[src/rtl/cdd_pkg.sv]
package cdd_pkg;

   typedef enum logic [2:0] {
      S_IDLE,
      S_FETCH0,
      S_FETCH1,
      S_DECODE,
      S_MOVE,
      S_PUSH,
      S_RETIRE
   } cdd_state_t;

   typedef struct packed {
      logic        valid;
      logic        last;
      logic        irq_req;
      logic [1:0]  act;
      logic [15:0] len;
      logic [31:0] addr;
   } cdd_desc_t;

   localparam logic [1:0] ACT_DATA   = 2'b10;
   localparam logic [1:0] ACT_LINK   = 2'b11;
   localparam logic [1:0] MODE_CHAIN = 2'd2;

endpackage

[src/rtl/cdd_desc_unpack.sv]
module cdd_desc_unpack
   import cdd_pkg::*;
#(
   parameter bit LITTLE = 1'b1
) (
   input  logic [31:0] word0,
   input  logic [31:0] word1,
   output cdd_desc_t   desc
);

   logic [7:0]  attr;
   logic [15:0] len;
   logic [31:0] addr;

   generate
      if (LITTLE) begin : g_le
         assign attr = word0[7:0];
         assign len  = word0[31:16];
         assign addr = word1;
      end else begin : g_be
         assign attr = word0[31:24];
         assign len  = {word0[7:0], word0[15:8]};
         assign addr = {word1[7:0], word1[15:8], word1[23:16], word1[31:24]};
      end
   endgenerate

   always_comb begin
      desc.valid   = attr[0];
      desc.last    = attr[1];
      desc.irq_req = attr[2];
      desc.act     = attr[5:4];
      desc.len     = len;
      desc.addr    = addr;
   end

endmodule

[src/rtl/cdd_status.sv]
module cdd_status #(
   parameter int AW = 32
) (
   input  logic          clk,
   input  logic          rst_n,
   input  logic          set_done,
   input  logic          set_err,
   input  logic [AW-1:0] err_addr_in,
   input  logic          clr_done,
   input  logic          clr_err,
   input  logic          err_ie,
   output logic          done_flag,
   output logic          err_flag,
   output logic [AW-1:0] err_addr,
   output logic          irq
);

   always_ff @(posedge clk or negedge rst_n) begin
      if (!rst_n) begin
         done_flag <= 1'b0;
         err_flag  <= 1'b0;
         err_addr  <= '0;
      end else begin
         if (set_done)      done_flag <= 1'b1;
         else if (clr_done) done_flag <= 1'b0;
         if (set_err) begin
            err_flag <= 1'b1;
            err_addr <= err_addr_in;
         end else if (clr_err) begin
            err_flag <= 1'b0;
         end
      end
   end

   assign irq = err_flag & err_ie;

   // completion holds until cleared
   p_done_sticky_r7: assert property (@(posedge clk) disable iff (!rst_n)
      done_flag && !clr_done |=> done_flag);

   // error holds until cleared, captured address holds with it
   p_err_sticky_r8: assert property (@(posedge clk) disable iff (!rst_n)
      err_flag && !clr_err |=> err_flag);

   p_erraddr_hold_r8: assert property (@(posedge clk) disable iff (!rst_n)
      err_flag && !set_err |=> $stable(err_addr));

endmodule

[src/rtl/chain_desc_dma.sv]
module chain_desc_dma
   import cdd_pkg::*;
#(
   parameter int AW           = 32,
   parameter bit LITTLE_FETCH = 1'b1
) (
   input  logic          clk,
   input  logic          rst_n,
   input  logic          cfg_base_we,
   input  logic [AW-1:0] cfg_base_wdata,
   input  logic [1:0]    cfg_mode,
   input  logic          cfg_master_en,
   input  logic          err_ie,
   input  logic          xfer_start,
   input  logic          xfer_dma_en,
   input  logic          xfer_to_mem,
   output logic          mem_req,
   output logic          mem_we,
   output logic          mem_word,
   output logic [AW-1:0] mem_addr,
   output logic [7:0]    mem_wdata,
   input  logic          mem_ack,
   input  logic [31:0]   mem_rdata,
   input  logic          in_valid,
   input  logic [7:0]    in_data,
   output logic          in_ready,
   output logic          out_valid,
   output logic [7:0]    out_data,
   input  logic          out_ready,
   output logic          busy,
   output logic          desc_int,
   output logic          done_flag,
   output logic          err_flag,
   output logic [AW-1:0] err_addr,
   output logic          irq,
   input  logic          clr_done,
   input  logic          clr_err
);

   localparam int            LW          = 16;
   localparam logic [AW-1:0] DESC_STRIDE = AW'(8);
   localparam logic [AW-1:0] WORD_STEP   = AW'(4);
   localparam logic [AW-1:0] ALIGN_MASK  = ~AW'(7);
   localparam logic [LW-1:0] LEN_ONE     = LW'(1);

   initial begin
      if (AW < 16 || AW > 32) $fatal(1, "chain_desc_dma: AW must be 16..32");
   end

   cdd_state_t    st;
   logic [AW-1:0] base_q, cur_q, ptr_q;
   logic [LW-1:0] rem_q;
   logic [31:0]   w0_q, w1_q;
   logic [7:0]    hold_q;
   logic          dir_q;
   cdd_desc_t     dsc;
   logic          go, byte_done, take_byte, set_done, set_err;
   logic [AW-1:0] link_tgt;

   cdd_desc_unpack #(.LITTLE(LITTLE_FETCH)) u_unpack (
      .word0 (w0_q),
      .word1 (w1_q),
      .desc  (dsc)
   );

   assign link_tgt  = dsc.addr[AW-1:0] & ALIGN_MASK;
   assign go        = (st == S_IDLE) && xfer_start && xfer_dma_en &&
                      (cfg_mode == MODE_CHAIN) && cfg_master_en;
   assign take_byte = (st == S_MOVE) && (dir_q ? in_valid : mem_ack);
   assign byte_done = (st == S_PUSH) && (dir_q ? mem_ack : out_ready);

   always_ff @(posedge clk or negedge rst_n) begin
      if (!rst_n) begin
         st     <= S_IDLE;
         base_q <= '0;
         cur_q  <= '0;
         ptr_q  <= '0;
         rem_q  <= '0;
         w0_q   <= '0;
         w1_q   <= '0;
         hold_q <= '0;
         dir_q  <= 1'b0;
      end else begin
         if (cfg_base_we) base_q <= cfg_base_wdata;
         case (st)
            S_IDLE: if (go) begin
               cur_q <= base_q & ALIGN_MASK;
               dir_q <= xfer_to_mem;
               st    <= S_FETCH0;
            end
            S_FETCH0: if (mem_ack) begin
               w0_q <= mem_rdata;
               st   <= S_FETCH1;
            end
            S_FETCH1: if (mem_ack) begin
               w1_q <= mem_rdata;
               st   <= S_DECODE;
            end
            S_DECODE: begin
               if (!dsc.valid) begin
                  st <= S_IDLE;
               end else if (dsc.act == ACT_LINK) begin
                  cur_q <= link_tgt;
                  st    <= S_FETCH0;
               end else if (dsc.act == ACT_DATA && dsc.len != '0) begin
                  ptr_q <= dsc.addr[AW-1:0];
                  rem_q <= dsc.len;
                  st    <= S_MOVE;
               end else begin
                  st <= S_RETIRE;
               end
            end
            S_MOVE: if (take_byte) begin
               hold_q <= dir_q ? in_data : mem_rdata[7:0];
               st     <= S_PUSH;
            end
            S_PUSH: if (byte_done) begin
               ptr_q <= ptr_q + AW'(1);
               rem_q <= rem_q - LEN_ONE;
               st    <= (rem_q == LEN_ONE) ? S_RETIRE : S_MOVE;
            end
            S_RETIRE: begin
               if (dsc.last) begin
                  st <= S_IDLE;
               end else begin
                  cur_q <= cur_q + DESC_STRIDE;
                  st    <= S_FETCH0;
               end
            end
            default: st <= S_IDLE;
         endcase
      end
   end

   always_comb begin
      mem_word = (st == S_FETCH0) || (st == S_FETCH1);
      mem_we   = (st == S_PUSH) && dir_q;
      mem_req  = mem_word || mem_we || ((st == S_MOVE) && !dir_q);
      case (st)
         S_FETCH0: mem_addr = cur_q;
         S_FETCH1: mem_addr = cur_q + WORD_STEP;
         default:  mem_addr = ptr_q;
      endcase
   end

   assign mem_wdata = hold_q;
   assign out_data  = hold_q;
   assign in_ready  = (st == S_MOVE) && dir_q;
   assign out_valid = (st == S_PUSH) && !dir_q;
   assign busy      = (st != S_IDLE);
   assign set_err   = (st == S_DECODE) && !dsc.valid;
   assign set_done  = (st == S_RETIRE) && dsc.last;
   assign desc_int  = (st == S_RETIRE) && dsc.irq_req;

   cdd_status #(.AW(AW)) u_status (
      .clk         (clk),
      .rst_n       (rst_n),
      .set_done    (set_done),
      .set_err     (set_err),
      .err_addr_in (cur_q),
      .clr_done    (clr_done),
      .clr_err     (clr_err),
      .err_ie      (err_ie),
      .done_flag   (done_flag),
      .err_flag    (err_flag),
      .err_addr    (err_addr),
      .irq         (irq)
   );

   // a pending memory request is held unchanged until accepted
   p_req_hold_r3: assert property (@(posedge clk) disable iff (!rst_n)
      mem_req && !mem_ack |=> mem_req && $stable(mem_addr) && $stable(mem_we));

   // a walk begins only with all three enables present
   p_gate_r2: assert property (@(posedge clk) disable iff (!rst_n)
      $rose(busy) |-> $past(cfg_mode) == MODE_CHAIN && $past(cfg_master_en)
                      && $past(xfer_dma_en));

   // only one stream direction is active at a time
   p_one_dir_r5: assert property (@(posedge clk) disable iff (!rst_n)
      !(in_ready && out_valid));

   // a byte being delivered always belongs to a non-empty count
   p_rem_live_r4: assert property (@(posedge clk) disable iff (!rst_n)
      (st == S_PUSH) |-> rem_q != '0);

   // an error ends the walk at once and never coincides with completion
   p_err_stops_r8: assert property (@(posedge clk) disable iff (!rst_n)
      $rose(err_flag) |-> !busy && !$rose(done_flag));

endmodule

[config.mk]
export PLATFORM = sky130hd
export DESIGN_NAME = chain_desc_dma
export DESIGN_NICKNAME = d
export VERILOG_FILES = /design/src/rtl/cdd_pkg.sv /design/src/rtl/cdd_desc_unpack.sv /design/src/rtl/cdd_status.sv /design/src/rtl/chain_desc_dma.sv
export SDC_FILE = /design/constraint.sdc
export NUM_CORES = 1
export LEC_CHECK = 0
export CORE_MARGIN = 2
export CORE_UTILIZATION = 53
export DETAILED_ROUTE_END_ITERATION = 12
export HOLD_SLACK_MARGIN = 0.12
export PLACE_DENSITY = 0.86
export SYNTH_ARGS = -nofsm -noshare
export SYNTH_HDL_FRONTEND = slang
export SYNTH_HIERARCHICAL = 1
export SYNTH_SLANG_ARGS = --single-unit
[constraint.sdc]
create_clock -name clk -period 5.1 [get_ports clk]
set_clock_uncertainty 0.05 [all_clocks]
set_input_delay 1.275 -clock clk [delete_from_list [all_inputs] [get_ports clk]]
set_output_delay 1.275 -clock clk [all_outputs]
set_load 0.03 [all_outputs]
* After elaboration in Yosys (flattened, before gate mapping)
Index checks and enable logic that the tools add are counted.
Storage, ports and cells: register bits after elaboration 222, bits in latches 0, bits in writable memories 0, memory bits (read-only) 0, logic and storage cells 104, memories kept 0
Cells by class: add/sub/neg operators 4, multipliers 0, divide/modulo/power cells 0, order comparisons 0, equality and inequality tests 20, shift operators 0, muxes and demuxes 34, bitwise operators 1, reductions and logical operators 33
Operator list (count):
- 2-to-1 mux 32 bit | 8
- case mux 32 bit (2 select lines) | 2
- case mux 32 bit (3 select lines) | 1
- 2-to-1 mux 16 bit | 4
- adder 32 x 1 -> 32 bit, second input constant | 1
- adder 32 x 3 -> 32 bit, second input constant | 1
- adder 32 x 4 -> 32 bit, second input constant | 1
- case mux 16 bit (2 select lines) | 1
- 2-to-1 mux 3 bit | 7
- case mux 3 bit (7 select lines) | 1
- != test 2 bit, second input constant | 10
- equality test 16 x 1 -> 1 bit, second input constant | 1
- nonzero test 16 bit | 1
- subtractor 16 x 1 -> 16 bit, second input constant | 1
- AND reduction 5 bit | 3
- logical AND 1 bit | 14
- equality test 3 bit, second input constant | 3
- 2-to-1 mux 8 bit | 1
- AND reduction 2 bit | 4
- 2-to-1 mux 1 bit | 7
- equality test 2 bit, second input constant | 3
- equality test 3 x 2 -> 1 bit, second input constant | 2
- nonzero test 2 bit | 3
- nonzero test 3 bit | 2
- 6 further kinds | 10

* Logic depth before layout (Yosys ltp)
Gate-level depths: netlist of run 1.
depth in word-level cells 7, depth in mapped cells 9

* Hierarchy
Netlist of run 1, hierarchy kept.
Modules (own cells, without submodules):
- chain_desc_dma | times used 1, cells each 982, area each 9940.8 µm², sequential area each 4554.4 µm²
- cdd_status | times used 1, cells each 75, area each 1420.1 µm², sequential area each 850.8 µm²
- cdd_desc_unpack | times used 1, cells each 53, area each 397.9 µm², sequential area each 0.0 µm²

* Worst setup path after synthesis of run 1
Ideal clock, no wire load.
path type reg2out, from register st[1], to output mem_addr[13], data arrival time 1.914 ns, setup slack 1.861 ns, stages on the path, launching flop included 7, cells stage by stage dfrtp_1 > buf_2 > buf_2 > xnor2_1 > nor2_1 > buf_2 > o21ai_0
Between the ends: cells in the longest elaborated chain, start to end 2
RTL lines:
- from (decl) | line chain_desc_dma.sv:50 | cdd_state_t st;
- from (signal assigned) | line chain_desc_dma.sv:120 | st <= (rem_q == LEN_ONE) ? S_RETIRE : S_MOVE;
- equality test 3 x 2 -> 1 bit / equality test 3 x 1 -> 1 bit (equally long branches) | line chain_desc_dma.sv:139 | case (st)
- case mux 32 bit (2 select lines) (*) | line chain_desc_dma.sv:139
- to (decl) | line chain_desc_dma.sv:20 | output logic [AW-1:0] mem_addr,
Mark *: on every way between the ends. The rest lies on a longest branch, timed or not.

* Worst setup path after layout of run 1
from register st[0], to output mem_addr[23]
The elaborated chain is that of the path after synthesis.

==> results of run 1 <==
==> registers in the layout, summed over array words and instances, names as in the netlist <==
name                flops
u_status/err_addr      32
st                      3
base_q                 29
w1_q                   32
w0_q                   21
u_status/done_flag      1
mem_wdata               8
ptr_q                  32
dir_q                   1
cur_q                  29
rem_q                  16
u_status/err_flag       1
==> final timing paths <==
check / to / slack [ns] / cells after the start
min reg2reg: u_status/done_flag / 0.43 / 1
max: mem_addr[23] / 0.45 / 4
min: u_status/done_flag / 0.43 / 1
max reg2reg: ptr_q[15] / 2.27 / 7
min in group asynchronous: u_status/err_addr[1] / 0.86 / 1
max in group asynchronous: w1_q[9] / 3.10 / 2
==> layout make-up <==
class	instances	area (um^2)	share of cell area (%)
clock buffers	33	673	5.00
clock inverters	2	35.0	0.260
repair buffers	191	1870	13.9
well taps	275	344	2.55
flip-flops and latches	205	5130	38.1
inverters	14	52.6	0.390
multi-input cells	730	5370	39.8
==> through the flow <==
stage / util (%) / setup slack (ns) / instance area (um^2) / hold WS (ns)
finish: 64.1 / 0.449 / 13500 / 0.435
floorplan: - / 1.86 / 11400 / 0.413
CTS: 64.1 / 0.479 / 13500 / 0.441
global placement: 60.7 / 1.10 / 12800 / 0.417
global route: 64.1 / 0.314 / 13500 / 0.452
detailed placement: 60.7 / 1.03 / 12800 / 0.422
==> routing by layer <==
metal | part of all wire (%) | global-route usage [%] | routed length (um)
met5 | 0 | 0 | 0
met3 | 9.2 | 4.61 | 2760
met2 | 48 | 43.2 | 14400
met1 | 40 | 37.1 | 11900
met4 | 3.3 | 9.29 | 996
==> layout by cell type, fill, tap and decap left out, types with 19 or more instances in the layout <==
cell type          n
dfrtp_1          205
clkdlybuf4s50_1  172
mux2_2           113
o21ai_0           71
nand2_1           65
a21oi_1           60
nor2_1            49
nand3_1           38
mux2_4            29
a22oi_1           24
clkbuf_16         23
nor3_1            20
nand4_1           20
a22o_1            19
==> where the power goes <==
| part | internal, mW | switching, mW | total [mW] |
|---|---|---|---|
| Clock | 0.951 | 0.634 | 1.59 |
| Combinational | 2.04 | 2.28 | 4.33 |
| Sequential | 2.33 | 0.969 | 3.30 |
==> metrics.csv, run 1 <==
stage;metric;value;unit
pwr;Pwr Density;684;nW/um^2
final_layout;filler cell count;1576;
global_routing;initial antenna violation count;0;
global_routing;GRT Residual Overflow;0;
clock_tree;postcts setup bufs;0;
worst_setup_path;Startpoint Class;flop;
sta;Rel. slew slack;31.6;%
detailed_routing;DRC Markers;0;
sta;Final min period;4.65;ns
global_routing;vias in the first global route;8863;
sta;RSZ-0062 raised after global routing;no;
worst_setup_path;Crit path arrival time;3.33;ns
worst_setup_path;CP required;3.77;ns
synthesis;Mapped Avg Cell Area;10.4;um^2
synthesis;Netlist Area Pre-Place;11400;um^2
worst_setup_path;crit path launch;st[0];
sta;worst-margin pin slew;1.02;ns
sta;final hold vios;0;
floorplanning;Die W;150;um
clock_tree;clock buffer depth;3;
synthesis;Post-Syn Instances;1088;
worst_setup_path;delay-heaviest family, CP;simple AND/OR/NAND/NOR gates;
clock_tree;CTS Sinks;205;
worst_setup_path;CP Buf/Inv Count;1;
detailed_routing;post-route ant nets;0;
floorplanning;initial core utilization;54.0;%
detailed_routing;Avg WL per Cell;20.7;um
global_routing;pin count of the biggest net entering global routing;123;
detailed_routing;Vias/cell;6.38;
pwr;Total Power;9.21;mW
floorplanning;die height;150;um
placed_design;# placed instances;1415;
floorplanning;Die ar.;22600;um^2
min_path;Hold WC Path Type;flop to flop;
worst_setup_path;slowest cell on the critical path;nor2_4;
worst_setup_path;reg-to-reg startpoint;st[0];
clock_tree;Reg clk slew, reported paths;0.06;ns
clock_tree;Worst-Skew Late Latency;0.51;ns
final_layout;Inserted Diodes;0;
synthesis;synth warn;6;
detailed_routing;via count;9252;
floorplanning;area of the core;21000;um^2
clock_tree;Num CTS Buffers;22;
placed_design;GPL Wtd Cong;0.944;
placed_design;number of buffers added on ports;173;
worst_setup_path;WS Path Type;flop to output pin;
floorplanning;FP Rows;53;
worst_setup_path;CP max FO;33;
pwr;leakage power;5.41;nW
detailed_routing;DRT Pass-1 Iters;5;
min_path;Hold Path Origin;u_status/done_flag;
final_layout;share of cells above drive strength 1;18.8;%
clock_tree;cts hold-fix bufs;0;
clock_tree;CTS tree;yes;
sta;Setup Viol. Count Final;0;
sta;final worst-path cycle share;91.2;%
pwr;peak supply drop;0.357;mV
clock_tree;H-tree depth;1;
clock_tree;Clock Root Buffer;clkbuf_16;
sta;Max Freq;0.215;GHz
worst_setup_path;Cell Chain, Critical Path;xnor2_1 > nor2_4 > mux2_2 > clkdlybuf4s50_1;
final_layout;NumNets Final;1255;
placed_design;post-DP HPWL;21000;um
global_routing;total track usage;26.9;%
final_layout;Non-Filler Instances;1450;
clock_tree;CTS resizes;0;
final_layout;area grow syn2layout;18.6;%
job;max cap viols;0;
worst_setup_path;CP Capture Type;output pin;
outcome;status;finished clean;
sta;setup TNS;0;ns
detailed_routing;Post-Route WL;30000;um
floorplanning;IO Count;177;
sta;Final Max Slew Viols;0;
global_routing;first-pass GRT wire length;48300;um
detailed_routing;1st-iter DRT viols;1030;
worst_setup_path;Max stage delay on crit path;0.79;ns
(Power assumes the default switching activity.)
==> run 2: changes to the inputs <==
==> constraint.sdc (replaced) <==
create_clock -name clk -period 5.1 [get_ports clk]
set_clock_uncertainty 0.05 [all_clocks]
set_input_delay 1.02 -clock clk [delete_from_list [all_inputs] [get_ports clk]]
set_output_delay 1.02 -clock clk [all_outputs]
set_load 0.03 [all_outputs]
==> metrics.csv, run 2 (synthesis gave the netlist of run 1 again) <==
stage;metric;value;unit;change
clock_tree;CTS tree;yes;;
detailed_routing;DRT Pass-1 Iters;6;;+1
final_layout;biggest regs;ptr_q (32), u_status/err_addr (32), w1_q (32);;
sta;worst-margin pin slew;1.04;ns;+0.0122 ns
clock_tree;cts hold-fix bufs;0;;unchanged
sta;final worst-path cycle share;87.1;%;-4.1 points
worst_setup_path;CP required;4.03;ns;+0.26 ns
worst_setup_path;slowest cell on the critical path;nor2_4;;
detailed_routing;Avg WL per Cell;20.6;um;-0.66%
clock_tree;Worst-Skew Late Latency;0.51;ns;about the same
detailed_routing;met3 WL post-DR;2810;um;+1.8%
detailed_routing;post-route ant nets;0;;unchanged
detailed_routing;Vias/cell;6.42;;+0.66%
global_routing;pin count of the biggest net entering global routing;106;;-14%
floorplanning;initial core utilization;54.0;%;unchanged
sta;setup TNS;0;ns;unchanged
final_layout;most frequent cells in the layout;dfrtp_1, clkdlybuf4s50_1, mux2_2;;
worst_setup_path;Cell Chain, Critical Path;xnor2_1 > nor2_4 > buf_4 > nand2_1 > o21ai_0 > clkdlybuf4s50_1;;
final_layout;area grow syn2layout;18.9;%;
floorplanning;Die ar.;22600;um^2;unchanged
sta;Final Max Slew Viols;0;;unchanged
placed_design;GPL Wtd Cong;0.925;;-2.0%
sta;RSZ-0062 raised after global routing;no;;
global_routing;vias in the first global route;9023;;+1.8%
worst_setup_path;Max stage delay on crit path;0.82;ns;+0.03 ns
pwr;leakage power;5.41;nW;about the same
floorplanning;FP Rows;53;;unchanged
clock_tree;postcts setup bufs;0;;unchanged
job;max cap viols;0;;unchanged
global_routing;GRT Residual Overflow;0;;unchanged
floorplanning;Die W;150;um;unchanged
pwr;Pwr Density;685;nW/um^2;+0.28%
final_layout;filler cell count;1536;;-2.5%
outcome;status;finished clean;;
pwr;peak supply drop;0.318;mV;-11%
floorplanning;IO Count;177;;unchanged
detailed_routing;met2 wire len;13900;um;-3.7%
floorplanning;area of the core;21000;um^2;unchanged
clock_tree;CTS Sinks;205;;unchanged
clock_tree;Num CTS Buffers;23;;+4.5%
global_routing;first-pass GRT wire length;47700;um;-1.3%
detailed_routing;1st-iter DRT viols;1050;;+1.9%
clock_tree;clock buffer depth;3;;unchanged
worst_setup_path;CP Capture Type;output pin;;
sta;final hold vios;0;;unchanged
placed_design;DP Area;12800;um^2;about the same
worst_setup_path;Crit path arrival time;3.37;ns;+0.04 ns
detailed_routing;Post-Route WL;29900;um;-0.31%
detailed_routing;Max Used Layer;met4;;
placed_design;number of buffers added on ports;173;;unchanged
sta;Final min period;4.44;ns;-0.208 ns
global_routing;total track usage;26.4;%;-0.53 points
global_routing;initial antenna violation count;0;;unchanged
worst_setup_path;WS Path Type;flop to output pin;;
sta;Max Freq;0.225;GHz;+4.7%
final_layout;Inserted Diodes;0;;unchanged
sta;Setup Viol. Count Final;0;;unchanged
sta;Rel. slew slack;30.8;%;-0.82 points
detailed_routing;DRC Markers;0;;unchanged
detailed_routing;wl on met1;12100;um;+1.5%
final_layout;share of cells above drive strength 1;19.3;%;+0.51 points
min_path;Hold WC Path Type;flop to flop;;
worst_setup_path;delay-heaviest family, CP;buffers and inverters;;
worst_setup_path;CP Buf/Inv Count;2;;+1
final_layout;NumNets Final;1255;;unchanged
placed_design;post-DP HPWL;20700;um;-1.3%
clock_tree;Reg clk slew, reported paths;0.07;ns;about the same
clock_tree;CTS resizes;0;;unchanged
worst_setup_path;CP max FO;33;;unchanged
clock_tree;H-tree depth;1;;unchanged
worst_setup_path;Startpoint Class;flop;;
final_layout;commonest non-fill, non-tap cell in the layout;dfrtp_1;;
detailed_routing;via count;9345;;+1.0%
final_layout;final instance area;13500;um^2;+0.22%
floorplanning;die height;150;um;unchanged
clock_tree;Clock Root Buffer;clkbuf_16;;
==> run 2: changes by cell type in the layout (fill, tap and decap cells not counted) <==
cell        previous run  this run
buf_4                 18        17
clkinv_4               0         4
clkbuf_8               7         4
inv_6                  0         1
clkinvlp_4             0         5
clkbuf_1               4         2
clkinv_2               1         2
==> run 2: through the flow <==
stage	utilization (%)	std cells	worst slack (ns)	hold slack, ns	power [mW]
after detailed placement	60.7	1414	1.24	0.443	7.57
after CTS	64.2	1455	0.696	0.459	9.22
after global routing	64.2	1455	0.483	0.463	9.70
final	64.2	1455	0.657	0.450	9.25
after floorplan	-	1090	2.12	0.413	6.24
after global placement	60.7	1414	1.28	0.416	7.42
==> run 2: worst paths after layout <==
kind | slack (ns) | to | depth (start not counted) | start
max | 0.66 | mem_addr[13] | 6 | st[0]
min | 0.45 | mem_wdata[1] | 2 | mem_wdata[1]
max reg2reg | 2.02 | rem_q[12] | 6 | st[0]
min in group asynchronous | 0.54 | u_status/err_addr[1] | 1 | rst_n
min reg2reg | 0.45 | mem_wdata[1] | 2 | mem_wdata[1]
max in group asynchronous | 3.41 | mem_wdata[1] | 2 | rst_n
==> run 2: layout make-up <==
| class | count | area (um^2) | share of cell area [%] |
|---|---|---|---|
| clock inverters | 13 | 121 | 0.899 |
| well taps | 275 | 344 | 2.55 |
| repair buffers | 190 | 1860 | 13.8 |
| flip-flops and latches | 205 | 5130 | 38.0 |
| inverters | 14 | 52.6 | 0.389 |
| multi-input cells | 730 | 5370 | 39.7 |
| clock buffers | 28 | 624 | 4.62 |
==> run 2: worst reg2reg max path, stage by stage (launching register included) <==
cell and delay (ns):
dfrtp_1 0.71, nand3b_1 0.36, nor3_2 0.41, a21o_1 0.73, buf_4 0.40, o21ai_0 0.14
o2bb2ai_1 0.15
==> run 2: per-layer routing <==
layer	global-route usage, %	vias up
met1	36.3	4497
li1	-	4155
met2	41.5	582
met5	0	-
met3	5.03	111
met4	10.4	0
==> run 2: where the power goes <==
part,internal (mW),leakage [nW],switching (mW)
Combinational,2.05,2.59,2.29
Clock,0.932,0.351,0.685
Sequential,2.33,2.46,0.969
Total,5.31,5.41,3.95
==> run 3: changes to the inputs <==
clock period = 5.2 ns   (was 5.1 ns; I/O delays follow)
==> metrics.csv, run 3 (synthesis gave the netlist of run 1 again) <==
stage;metric;value;unit;change
detailed_routing;Vias/cell;6.36;;-0.91%
worst_setup_path;CP Capture Type;output pin;;
sta;RSZ-0062 raised after global routing;no;;
floorplanning;Die W;150;um;unchanged
final_layout;Inserted Diodes;0;;unchanged
global_routing;vias in the first global route;8887;;-1.5%
floorplanning;FP Rows;53;;unchanged
detailed_routing;via count;9247;;-1.0%
global_routing;total track usage;26.6;%;+0.17 points
detailed_routing;DRC Markers;0;;unchanged
final_layout;final instance area;13500;um^2;-0.11%
clock_tree;cts hold-fix bufs;0;;unchanged
final_layout;Seq. cell area;5130;um^2;unchanged
floorplanning;Die ar.;22600;um^2;unchanged
sta;final worst-path cycle share;85.7;%;
worst_setup_path;slowest cell on the critical path;nor2_4;;
final_layout;commonest non-fill, non-tap cell in the layout;dfrtp_1;;
floorplanning;initial core utilization;54.0;%;unchanged
floorplanning;die height;150;um;unchanged
clock_tree;postcts setup bufs;0;;unchanged
worst_setup_path;Cell Chain, Critical Path;xnor2_1 > nor2_4 > mux2_2 > clkdlybuf4s50_1;;
clock_tree;clock buffer depth;3;;unchanged
worst_setup_path;Max stage delay on crit path;0.86;ns;+0.04 ns
clock_tree;Clock Root Buffer;clkbuf_16;;
global_routing;first-pass GRT wire length;47900;um;+0.36%
clock_tree;CTS resizes;0;;unchanged
clock_tree;Reg clk slew, reported paths;0.06;ns;about the same
final_layout;multi-input logic area;5370;um^2;unchanged
sta;Final Max Slew Viols;0;;unchanged
detailed_routing;1st-iter DRT viols;889;;-15%
sta;worst-margin pin slew;1.10;ns;+0.0607 ns
clock_tree;Worst-Skew Late Latency;0.51;ns;about the same
detailed_routing;DRT Pass-1 Iters;5;;-1
final_layout;share of cells above drive strength 1;18.8;%;-0.48 points
floorplanning;IO Count;177;;unchanged
outcome;status;finished clean;;
job;max cap viols;0;;unchanged
sta;Max Freq;0.224;GHz;
clock_tree;CTS tree;yes;;
sta;Rel. slew slack;26.8;%;-4.1 points
final_layout;biggest regs;ptr_q (32), u_status/err_addr (32), w1_q (32);;
clock_tree;CTS Sinks;205;;unchanged
placed_design;number of buffers added on ports;173;;unchanged
worst_setup_path;WS Path Type;flop to output pin;;
worst_setup_path;Crit path arrival time;3.37;ns;about the same
final_layout;most frequent cells in the layout;dfrtp_1, clkdlybuf4s50_1, mux2_2;;
placed_design;GPL Wtd Cong;0.918;;-0.75%
detailed_routing;Avg WL per Cell;20.6;um;+0.17%
sta;Setup Viol. Count Final;0;;unchanged
sta;final hold vios;0;;unchanged
final_layout;filler cell count;1575;;+2.5%
final_layout;area grow syn2layout;18.7;%;
floorplanning;area of the core;21000;um^2;unchanged
clock_tree;H-tree depth;1;;unchanged
worst_setup_path;Startpoint Class;flop;;
min_path;Hold WC Path Type;flop to flop;;
placed_design;post-DP HPWL;20800;um;+0.55%
detailed_routing;Post-Route WL;30000;um;about the same
sta;setup TNS;0;ns;unchanged
pwr;leakage power;5.41;nW;+0.11%
worst_setup_path;CP max FO;34;;+3.0%
worst_setup_path;CP required;4.11;ns;+0.08 ns
sta;Final min period;4.46;ns;
placed_design;DP Area;12800;um^2;about the same
clock_tree;Num CTS Buffers;22;;-4.3%
detailed_routing;post-route ant nets;0;;unchanged
pwr;Pwr Density;670;nW/um^2;-2.3%
global_routing;pin count of the biggest net entering global routing;110;;+3.8%
pwr;peak supply drop;0.300;mV;-5.6%
global_routing;GRT Residual Overflow;0;;unchanged
final_layout;NumNets Final;1253;;-0.16%
global_routing;initial antenna violation count;0;;unchanged
-- run 3: final timing paths --
kind | start | endpoint | slack (ns) | depth (start not counted)
min | u_status/done_flag | u_status/done_flag | 0.45 | 1
min in group asynchronous | rst_n | u_status/err_addr[1] | 0.61 | 1
min reg2reg | u_status/done_flag | u_status/done_flag | 0.45 | 1
max | st[0] | mem_addr[7] | 0.74 | 4
max in group asynchronous | rst_n | base_q[14] | 3.46 | 2
max reg2reg | st[1] | ptr_q[18] | 2.23 | 7
-- run 3: area by class of cell --
| class | instances | share of cell area [%] |
|---|---|---|
| clock buffers | 37 | 5.25 |
| clock inverters | 3 | 0.130 |
| inverters | 14 | 0.390 |
| multi-input cells | 730 | 39.8 |
| flip-flops and latches | 205 | 38.0 |
| well taps | 275 | 2.55 |
| repair buffers | 189 | 13.9 |
-- run 3: layer usage --
metal  vias to the layer above  track usage, %  part of all wire [%]
li1                       4143               -                     -
met1                      4483            36.6                    40
met2                       541            42.6                    47
met3                        80            4.58                   9.4
met4                         0            9.25                   3.2
met5                         -               0                     0
-- run 3: critical path: cells and delay by family, from the launching register on --
kind / cells / cell delay [ns]
simple gates: 1 / 0.86
flops: 1 / 0.70
buf+inv: 1 / 0.60
mux: 1 / 0.46
xor+xnor: 1 / 0.22
-- run 3: report_power, final --
part | switching [mW] | leakage (nW) | internal [mW] | total, mW
Clock | 0.626 | 0.356 | 0.923 | 1.55
Combinational | 2.25 | 2.60 | 2.00 | 4.25
Sequential | 0.955 | 2.46 | 2.28 | 3.24
Total | 3.83 | 5.41 | 5.21 | 9.04
-- run 3: stage by stage --
| stage | hold WS (ns) | setup WS (ns) | std cells | power (mW) | util, % |
|---|---|---|---|---|---|
| after CTS | 0.445 | 0.794 | 1453 | 9.00 | 64.2 |
| after detailed placement | 0.429 | 1.36 | 1413 | 7.42 | 60.7 |
| after floorplan | 0.413 | 2.20 | 1090 | 6.12 | - |
| final | 0.450 | 0.743 | 1453 | 9.04 | 64.2 |
| after global routing | 0.465 | 0.603 | 1453 | 9.50 | 64.2 |
| after global placement | 0.418 | 1.40 | 1413 | 7.27 | 60.7 |
